**src/rtl/pef_pkg.sv**
```systemverilog
package pef_pkg;
   localparam int CTL_DET_EN   = 0;
   localparam int CTL_DET_FLAG = 1;
   localparam int CTL_MG_EN    = 2;
   localparam int CTL_MG_FLAG  = 3;
   localparam int CTL_SUM      = 4;

   typedef struct packed {
      logic flag;
      logic en;
   } evt_state_t;
endpackage

```
**src/rtl/pef_event_flag.sv**
```systemverilog
module pef_event_flag
   import pef_pkg::*;
#(
   parameter bit GATE_SET = 1'b0
) (
   input  logic       clk,
   input  logic       rst_n,
   input  logic       set_pulse,
   input  logic       wr_sel,
   input  logic       wr_en_bit,
   input  logic       wr_clr_bit,
   output evt_state_t st
);
   logic set_eff;

   generate
      if (GATE_SET) begin : g_gated
         assign set_eff = set_pulse & st.en;
      end else begin : g_free
         assign set_eff = set_pulse;
      end
   endgenerate

   always_ff @(posedge clk or negedge rst_n) begin
      if (!rst_n) begin
         st <= '0;
      end else begin
         if (wr_sel) st.en <= wr_en_bit;
         if (set_eff) st.flag <= 1'b1;
         else if (wr_sel && wr_clr_bit) st.flag <= 1'b0;
      end
   end
endmodule

```
**src/rtl/pef_level_toggle.sv**
```systemverilog
module pef_level_toggle (
   input  logic clk,
   input  logic rst_n,
   input  logic lvl_in,
   output logic toggled
);
   logic lvl_q;
   logic lvl_hist;

   always_ff @(posedge clk or negedge rst_n) begin
      if (!rst_n) begin
         lvl_q    <= 1'b0;
         lvl_hist <= 1'b0;
      end else begin
         lvl_q    <= lvl_in;
         lvl_hist <= lvl_q;
      end
   end

   assign toggled = lvl_q ^ lvl_hist;
endmodule

```
**src/rtl/pef_filter_bank.sv**
```systemverilog
module pef_filter_bank #(
   parameter int WORDS  = 4,
   parameter int WORD_W = 16,
   parameter int BUS_W  = 32,
   parameter int ADDR_W = 3,
   parameter int BASE   = 1
) (
   input  logic                    clk,
   input  logic                    open_win,
   input  logic                    wr,
   input  logic [ADDR_W-1:0]       addr,
   input  logic [BUS_W-1:0]        wdata,
   output logic                    hit,
   output logic [WORD_W-1:0]       rword,
   output logic [WORDS*WORD_W-1:0] flat
);
   logic [WORD_W-1:0] mem [WORDS];
   logic [WORDS-1:0]  sel;

   generate
      for (genvar i = 0; i < WORDS; i++) begin : g_word
         assign sel[i] = (addr == ADDR_W'(BASE + i));
         always_ff @(posedge clk) begin
            if (open_win && wr && sel[i]) mem[i] <= wdata[WORD_W-1:0];
         end
         assign flat[i*WORD_W +: WORD_W] = mem[i];
      end
   endgenerate

   assign hit = |sel;

   always_comb begin
      rword = '0;
      for (int k = 0; k < WORDS; k++) begin
         if (sel[k]) rword = mem[k];
      end
   end
endmodule

```
**src/rtl/phy_evt_filter_regs.sv**
```systemverilog
module phy_evt_filter_regs
   import pef_pkg::*;
#(
   parameter int  FILT_W    = 64,
   parameter int  WORD_W    = 16,
   parameter int  BUS_W     = 32,
   parameter int  ADDR_W    = 3,
   parameter int  CTRL_ADDR = 0,
   parameter int  FILT_BASE = 1,
   parameter bit  IRQ_REG   = 1'b1
) (
   input  logic              clk,
   input  logic              rst_n,
   input  logic              soft_rst,
   input  logic              stop,
   input  logic              suspend,
   input  logic              phy_present,
   input  logic              mgmt_done,
   input  logic              bus_wr,
   input  logic [ADDR_W-1:0] bus_addr,
   input  logic [BUS_W-1:0]  bus_wdata,
   output logic [BUS_W-1:0]  bus_rdata,
   output logic              irq
);
   localparam int WORDS = FILT_W / WORD_W;

   generate
      if (FILT_W % WORD_W != 0) begin : g_bad_split
         $error("filter width must be a multiple of the word width");
      end
      if (WORD_W > BUS_W || BUS_W < 5) begin : g_bad_bus
         $error("bus too narrow for register contents");
      end
      if (FILT_BASE + WORDS > (1 << ADDR_W) || CTRL_ADDR >= FILT_BASE) begin : g_bad_map
         $error("register map does not fit the address space");
      end
   endgenerate

   evt_state_t det_st, mg_st;
   logic ctrl_sel, det_set, open_win, filt_hit, sum;
   logic [WORD_W-1:0] filt_word;
   logic [FILT_W-1:0] filt_flat;
   logic unused_ok;

   assign ctrl_sel = bus_wr && (bus_addr == ADDR_W'(CTRL_ADDR));
   assign open_win = stop | suspend;

   pef_level_toggle u_tog (
      .clk(clk), .rst_n(rst_n), .lvl_in(phy_present), .toggled(det_set)
   );

   pef_event_flag #(.GATE_SET(1'b0)) u_det (
      .clk(clk), .rst_n(rst_n), .set_pulse(det_set), .wr_sel(ctrl_sel),
      .wr_en_bit(bus_wdata[CTL_DET_EN]), .wr_clr_bit(bus_wdata[CTL_DET_FLAG]),
      .st(det_st)
   );

   pef_event_flag #(.GATE_SET(1'b1)) u_mg (
      .clk(clk), .rst_n(rst_n), .set_pulse(mgmt_done), .wr_sel(ctrl_sel),
      .wr_en_bit(bus_wdata[CTL_MG_EN]), .wr_clr_bit(bus_wdata[CTL_MG_FLAG]),
      .st(mg_st)
   );

   pef_filter_bank #(
      .WORDS(WORDS), .WORD_W(WORD_W), .BUS_W(BUS_W), .ADDR_W(ADDR_W), .BASE(FILT_BASE)
   ) u_filt (
      .clk(clk), .open_win(open_win), .wr(bus_wr), .addr(bus_addr),
      .wdata(bus_wdata), .hit(filt_hit), .rword(filt_word), .flat(filt_flat)
   );

   assign sum = (det_st.flag & det_st.en) | (mg_st.flag & mg_st.en);

   generate
      if (IRQ_REG) begin : g_irq_reg
         always_ff @(posedge clk or negedge rst_n) begin
            if (!rst_n) irq <= 1'b0;
            else        irq <= sum;
         end
      end else begin : g_irq_comb
         assign irq = sum;
      end
   endgenerate

   always_comb begin
      bus_rdata = '0;
      if (bus_addr == ADDR_W'(CTRL_ADDR)) begin
         bus_rdata[CTL_DET_EN]   = det_st.en;
         bus_rdata[CTL_DET_FLAG] = det_st.flag;
         bus_rdata[CTL_MG_EN]    = mg_st.en;
         bus_rdata[CTL_MG_FLAG]  = mg_st.flag;
         bus_rdata[CTL_SUM]      = sum;
      end else if (filt_hit && open_win) begin
         bus_rdata[WORD_W-1:0] = filt_word;
      end
   end

   assign unused_ok = ^{soft_rst, bus_wdata};
endmodule

```
**config.mk**
```make
export PLATFORM = sky130hd
export DESIGN_NAME = phy_evt_filter_regs
export DESIGN_NICKNAME = d
export VERILOG_FILES = /design/src/rtl/pef_pkg.sv /design/src/rtl/pef_event_flag.sv /design/src/rtl/pef_level_toggle.sv /design/src/rtl/pef_filter_bank.sv /design/src/rtl/phy_evt_filter_regs.sv
export SDC_FILE = /design/constraint.sdc
export NUM_CORES = 1
export LEC_CHECK = 0
export ABC_AREA = 1
export CORE_MARGIN = 2
export CORE_UTILIZATION = 45
export DETAILED_ROUTE_END_ITERATION = 16
export PLACE_DENSITY_LB_ADDON = 0.05
export SLEW_MARGIN = 10
export SYNTH_ARGS = -nofsm -noshare
export SYNTH_HDL_FRONTEND = slang
export SYNTH_SLANG_ARGS = --single-unit
```
**constraint.sdc**
```tcl
create_clock -name clk -period 3.61 [get_ports clk]
set_clock_uncertainty 0.15 [all_clocks]
set_input_delay 0.5415 -clock clk [delete_from_list [all_inputs] [get_ports clk]]
set_output_delay 0.5415 -clock clk [all_outputs]
set_load 0.02 [all_outputs]
```
# Word-level counts from Yosys, hierarchy flattened
# Memory sizes are Yosys's and may differ from the RTL's.
# Cells that the tools add are included.
# word_totals
reg_bits,7
ramBits,64
in_bits,43
output_inout_bits,33
word_cells,62
n_memories,1
# mem_list
memory,words,word_bits,rd,rd_clocked_by_memory_dff,wr,line,text
u_filt.mem,4,16,4,0,1,pef_filter_bank.sv:17,logic [WORD_W-1:0] mem [WORDS];
# classes
eq_ne,4
mux,28
bitwise,6
n_reduce_logical,16
# op_table
op,n
2-to-1 mux 16 bit,8
OR reduction 16 bit,3
2-to-1 mux 1 bit,15
2-to-1 mux 11 bit,1
logical AND 1 bit,9
"== test 3 x 2 -> 1 bit, second input constant",2
2-to-1 mux 2 bit,3
2-to-1 mux 5 bit,1
nonzero test 2 bit,2
OR reduction 4 bit,1
AND 1 bit,3
"== test 3 x 1 -> 1 bit, second input constant",1
"== test 3 bit, second input constant",1
logical NOT 3 bit,1
OR 1 bit,2
bitwise XOR 1 bit,1

# Depth between registers and ports, before layout
# logic_depth
ltp_word,9
depth_mapped,9
depth_no_buf,8

# By module
# A second synthesis with hierarchy kept.
# hier_totals
hier_cells,268
area_unflattened_um2,3269.4
# modules_own_cells
mod,n_inst,cells_each,area_each_um2
pef_filter_bank,1,173,2623.8
phy_evt_filter_regs,1,70,421.7
pef_event_flag,2,9,77.6
pef_level_toggle,1,7,68.8

# Worst setup path after synthesis
# OpenSTA, ideal clock, no wires.
# synth_timing
path_kind,input -> register
start,input port bus_addr[1]
end,"memory u_filt.mem[0][0], enable pin"
setup_time_ns,0.430
arrival_time_ns,2.559
required_time_ns,3.030
path_slack_ns,0.470
stages,3
path_buffers,2
path_cell_list,buf_4 -> buf_2 -> nor4_1
# synth_between
elab_chain_len,8
elab_cells_between_ends,25
cone_classes,eq/ne: 4; mux: 14; reduce/logical: 7
# synth_rtl
item,line,text
"start, declared",phy_evt_filter_regs.sv:20,"input logic [ADDR_W-1:0] bus_addr,"
== test 3 x 2 -> 1 bit,pef_filter_bank.sv:22,assign sel[i] = (addr == ADDR_W'(BASE + i));
logical AND 1 bit,pef_filter_bank.sv:24,if (open_win && wr && sel[i]) mem[i] <= wdata[WORD_W-1:0];
2-to-1 mux 1 bit,pef_filter_bank.sv:24,
2-to-1 mux 1 bit (not written as such),pef_filter_bank.sv:24,
OR reduction 16 bit (no source line),n/a,
2-to-1 mux 2 bit (no source line) / 2-to-1 mux 1 bit (equally long branches) (3 in series),n/a,
"end, declared",pef_filter_bank.sv:17,
# Parallel ways exist; a longest one is shown, timed or not.

# Final worst setup path
# layout_timing
start,input port bus_addr[0]
end,output port bus_rdata[7]
# layout_between
elab_chain_len,7
elab_cells_between_ends,13
cone_classes,eq/ne: 4; mux: 6; reduce/logical: 3
# layout_rtl
item,line,text
== test 3 x 1 -> 1 bit,pef_filter_bank.sv:22,
2-to-1 mux 16 bit (4 in series),pef_filter_bank.sv:35,if (sel[k]) rword = mem[k];
2-to-1 mux 16 bit,phy_evt_filter_regs.sv:92,end else if (filt_hit && open_win) begin
2-to-1 mux 11 bit (*),phy_evt_filter_regs.sv:86,if (bus_addr == ADDR_W'(CTRL_ADDR)) begin
"end, declared",phy_evt_filter_regs.sv:22,"output logic [BUS_W-1:0] bus_rdata,"
# Every way passes the cells marked *; elsewhere a longest branch is shown, timed or not.

==> results summary <==
The total number of placement rows is 30. The slack of the worst reg-to-reg path is 2660 ps. The initial utilization of the core area, before any placement, comes to 0.464. Measured against the total synthesized area, the mux share comes to 0. The global-route met1 utilization came out at 0.242. The area fraction in compound gates after synthesis is 0.0204. During synthesis, Yosys emitted a total of 0 warnings. After synthesis the cells add up to 0.00313 mm². Setup repair after global routing left no endpoint under its margin.

The mean number of vias per cell came out at 4.75. Across the run, the number of max-cap violations was 0. The maximum number of pins on one net before global-route repair is 31. The total of endpoints with negative setup slack in the final report came out at 0.

By count the netlist is led by sky130_fd_sc_hd__nand2_1 (107), sky130_fd_sc_hd__edfxtp_1 (64), sky130_fd_sc_hd__nor2_1 (32), sky130_fd_sc_hd__buf_4 (17), sky130_fd_sc_hd__nand3_1 (12). The number of hold violations in the final report is 0. The multi-input combinational cells in the finished layout cover a total of 871 µm². The post-synthesis simple-gate area fraction came out at 0.232. The via count of the routed design is 2069. The detailed router's first-iteration violation count came out at 91. The startpoint of the lowest-slack register-to-register path is u_mg.st[0].

The endpoint identified for the worst register-to-register timing path is irq. Among all flip-flop cells after synthesis, the most frequent one is sky130_fd_sc_hd__edfxtp_1. The arithmetic-cell share of the synthesized area counting full adders, half adders and majority gates is 0. The area share of the leading cell type in the synthesized netlist is 0.613.

After detailed routing, the average wire length per cell comes to 13.9 µm. The worst setup path is captured at an output pin. The count of nets left with antenna violations once routing finished came out at 0. The overall die area is 0.00765 mm². The power per cell area came out at 447 mW/mm². Along the worst path, the maximum fanout reaches 10.

The distinct cell type count of the synthesized netlist came out at 27. The floorplan step set the die height to approximately 87 µm. The root buffer cell chosen for the clock tree is sky130_fd_sc_hd__clkbuf_8. The arrival time of the worst setup path is 2620 ps. STA classifies the critical path startpoint as an input port. The area occupied by registers is ~0.0021 mm². For met3 alone, demand over resource in global routing was 0.0445. The largest family of logic cells by synthesized area is simple AND/OR/NAND/NOR gates. The startpoint identified for the worst hold timing path is u_tog.lvl_q. The worst setup path is of the in2out kind.

By instance count, the leading cell after synthesis is sky130_fd_sc_hd__nand2_1. Post-CTS timing repair inserted 0 buffers for setup. The time the worst path needs with I/O delays and setup came out at 3310 ps. The number of inserted filler cells in the final layout is slightly below 600. After clock tree synthesis, the flow added hold-fix buffers numbering 0. The net count of the finished layout is a little under 400.

The highest clock rate came out at slightly above 300 MHz. The via count of the first global-routing pass was slightly below 2000. The reported leakage power is 0.00160 µW. The buffer depth of the longest clock path is 2. The core box area came out at 0.00676 mm².

The clock drives 71 sinks. The run finished with clean final reports. The sequential share of the synthesized area is 0.669. The clock slew at the register clock pins of the worst setup and hold paths is 70 ps. The number of antenna diodes in the final layout is 0. In the global route stage, met2 resource usage came out at 0.271. The final HPWL from detailed placement came out at around 4.0 mm. The routed wire length came out at 6.06 mm. The sum of negative setup slack is 0 ps. The tightest min-delay check is of the reg2reg type. The number of antenna violations at the first check in global routing came out at 0. For this run the aggregate overflow at the end of global routing stands at 0.

The xor-xnor portion of the synthesized cell area is 0.00279. Ranked by total cell area, the synthesized netlist is headed by sky130_fd_sc_hd__edfxtp_1 (61%), sky130_fd_sc_hd__nand2_1 (13%), sky130_fd_sc_hd__dfrtp_1 (5.6%). The number of pins exceeding their max-slew limit in the final report is 0.

The post-route fraction of the period consumed by the critical path is 0.918. Yosys mapped a number of flops with a built-in enable equal to between 60 and 70. The area added between synthesis and finish came out at 23.9%. The routing layer with the top usage in global route is met2. The post-layout worst setup margin came out at 296 ps. For this run, asynchronously set or reset flops after synthesis account for 0.0986. The worst-case IR drop observed on VDD is about 0.32 mV. The H-tree level count is 3.

The clock reaches the later pin of the worst-skew pair after 330 ps. Of the cells placed in the final design, the portion with a size suffix greater than 1 is 0.129. The worst-case setup slack after placement came out at 276 ps. The number of cells on the worst reg-to-reg path came out at 1. TritonCTS built the clock tree. The I/O pin count came out at between 70 and 80. The worst hold path terminates at u_tog.lvl_hist. Clock tree synthesis inserted a total of 9 buffers. The number of buffers added on ports came out at 42. The first global-routing pass estimated approximately 9.7 mm of wire. From left edge to right edge, the die measures 87.5 µm. The number of synthesized register bits is 71. The number of remaining DRC errors came out at 0.

The gate count of the mapped netlist is 291. The data required time at the worst endpoint is 2920 ps. The worst hold path passes through 0 cells.

The post-cts sizing count is 0. The aggregate global-route resource usage came out at 0.174. The synthesized area per cell is 10.8 µm². The biggest area contributor in the post-synthesis netlist is sky130_fd_sc_hd__edfxtp_1.

The detailed-routing iteration count for the pre-antenna-repair pass is 4. The global placer's final weighted congestion is around 0.69.
metal layers:
metal,share of wire,routed length [µm]
met5,0,0
met4,0.0048,29
met3,0.063,384
met2,0.46,2810
met1,0.47,2830
critical path, cell delays in order:
cell and delay [ps]:
sky130_fd_sc_hd__clkdlybuf4s50_1 510, sky130_fd_sc_hd__inv_2 200, sky130_fd_sc_hd__nand2_1 110, sky130_fd_sc_hd__nand2_1 110, sky130_fd_sc_hd__nand3_4 120, sky130_fd_sc_hd__clkinv_2 170, sky130_fd_sc_hd__o21ai_0 100, sky130_fd_sc_hd__nor2_1 140
sky130_fd_sc_hd__clkdlybuf4s50_1 620
logic make-up after synthesis:
group	after synthesis
and+or+nand+nor	167
DFF	71
buffers and inverters	39
AOI/OAI and AO/OA	12
xor gates and xnor gates	1
other	1
per-stage QoR:
stage / utilization / std cells / hold slack [ps] / cell area, µm² / total power [µW]
after detailed placement: 0.547 / 420 / 234 / 3700 / 1180
after global placement: 0.547 / 420 / 231 / 3700 / 1170
after global routing: 0.575 / 436 / 256 / 3880 / 1820
after CTS: 0.575 / 436 / 251 / 3880 / 1750
final: 0.575 / 436 / 247 / 3880 / 1740
after floorplan: - / 306 / 95.9 / 3190 / 1090
cells in the final DEF (no fill, tap or decap):
| cell | Yosys | final |
|---|---|---|
| sky130_fd_sc_hd__nand2_1 | 107 | 107 |
| sky130_fd_sc_hd__edfxtp_1 | 64 | 64 |
| sky130_fd_sc_hd__clkdlybuf4s50_1 | 0 | 42 |
| sky130_fd_sc_hd__nor2_1 | 32 | 32 |
| sky130_fd_sc_hd__conb_1 | 1 | 16 |
| sky130_fd_sc_hd__buf_4 | 17 | 15 |
| sky130_fd_sc_hd__nand3_1 | 12 | 12 |
| sky130_fd_sc_hd__clkbuf_8 | 0 | 12 |
| sky130_fd_sc_hd__inv_1 | 10 | 10 |
| sky130_fd_sc_hd__o21ai_0 | 8 | 8 |
| sky130_fd_sc_hd__dfrtp_1 | 7 | 7 |
| sky130_fd_sc_hd__nand4_1 | 6 | 6 |
| sky130_fd_sc_hd__nor2_4 | 3 | 3 |
| sky130_fd_sc_hd__clkinv_2 | 1 | 3 |
| sky130_fd_sc_hd__inv_2 | 2 | 2 |
| sky130_fd_sc_hd__nand2_4 | 2 | 2 |
| sky130_fd_sc_hd__o21ai_1 | 2 | 2 |
| sky130_fd_sc_hd__buf_12 | 0 | 2 |
| sky130_fd_sc_hd__inv_4 | 1 | 1 |
| sky130_fd_sc_hd__or2_2 | 1 | 1 |
| sky130_fd_sc_hd__nand3_4 | 1 | 1 |
| sky130_fd_sc_hd__a21oi_1 | 1 | 1 |
| sky130_fd_sc_hd__nor3_4 | 1 | 1 |
| sky130_fd_sc_hd__nor3_2 | 0 | 1 |
| sky130_fd_sc_hd__nor4_2 | 0 | 1 |
| sky130_fd_sc_hd__a22o_1 | 1 | 1 |
| sky130_fd_sc_hd__xnor2_1 | 1 | 1 |
| sky130_fd_sc_hd__clkbuf_1 | 2 | 1 |
| sky130_fd_sc_hd__clkinvlp_4 | 0 | 1 |
registers in the layout, summed over array words and instances (netlist names):
register        count
u_mg.st             2
u_det.st            2
u_tog.lvl_q         1
u_tog.lvl_hist      1
irq                 1
u_filt.mem         64
worst max path at each step:
| stage | start | endpoint | slack, ps | cells past startpoint |
|---|---|---|---|---|
| 4_1_cts | bus_addr[0] | bus_rdata[7] | 270 | 9 |
| 3_3_place_gp | bus_addr[0] | bus_rdata[7] | 300 | 9 |
| 6_report | bus_addr[0] | bus_rdata[7] | 300 | 9 |
| 3_5_place_dp | bus_addr[0] | bus_rdata[7] | 280 | 9 |
| 5_1_grt | bus_addr[0] | bus_rdata[7] | 120 | 9 |
| 2_1_floorplan | bus_addr[1] | u_filt.mem[0][0] | 470 | 3 |
cell type report:
class                           count  share of cell area
Sequential cell                    71               0.540
Timing Repair Buffer               59               0.148
Tap cell                           80              0.0258
Clock buffer                       13              0.0435
Clock inverter                      3             0.00451
Multi-Input combinational cell    196               0.224
Inverter                           14              0.0145
power breakdown:
group          switching (µW)  leakage (µW)  internal [µW]
registers                11.1      0.000659            928
clock network             277     0.0000954            304
logic                     127      0.000846           90.7
No activity file was read; power rests on OpenSTA's default activity.
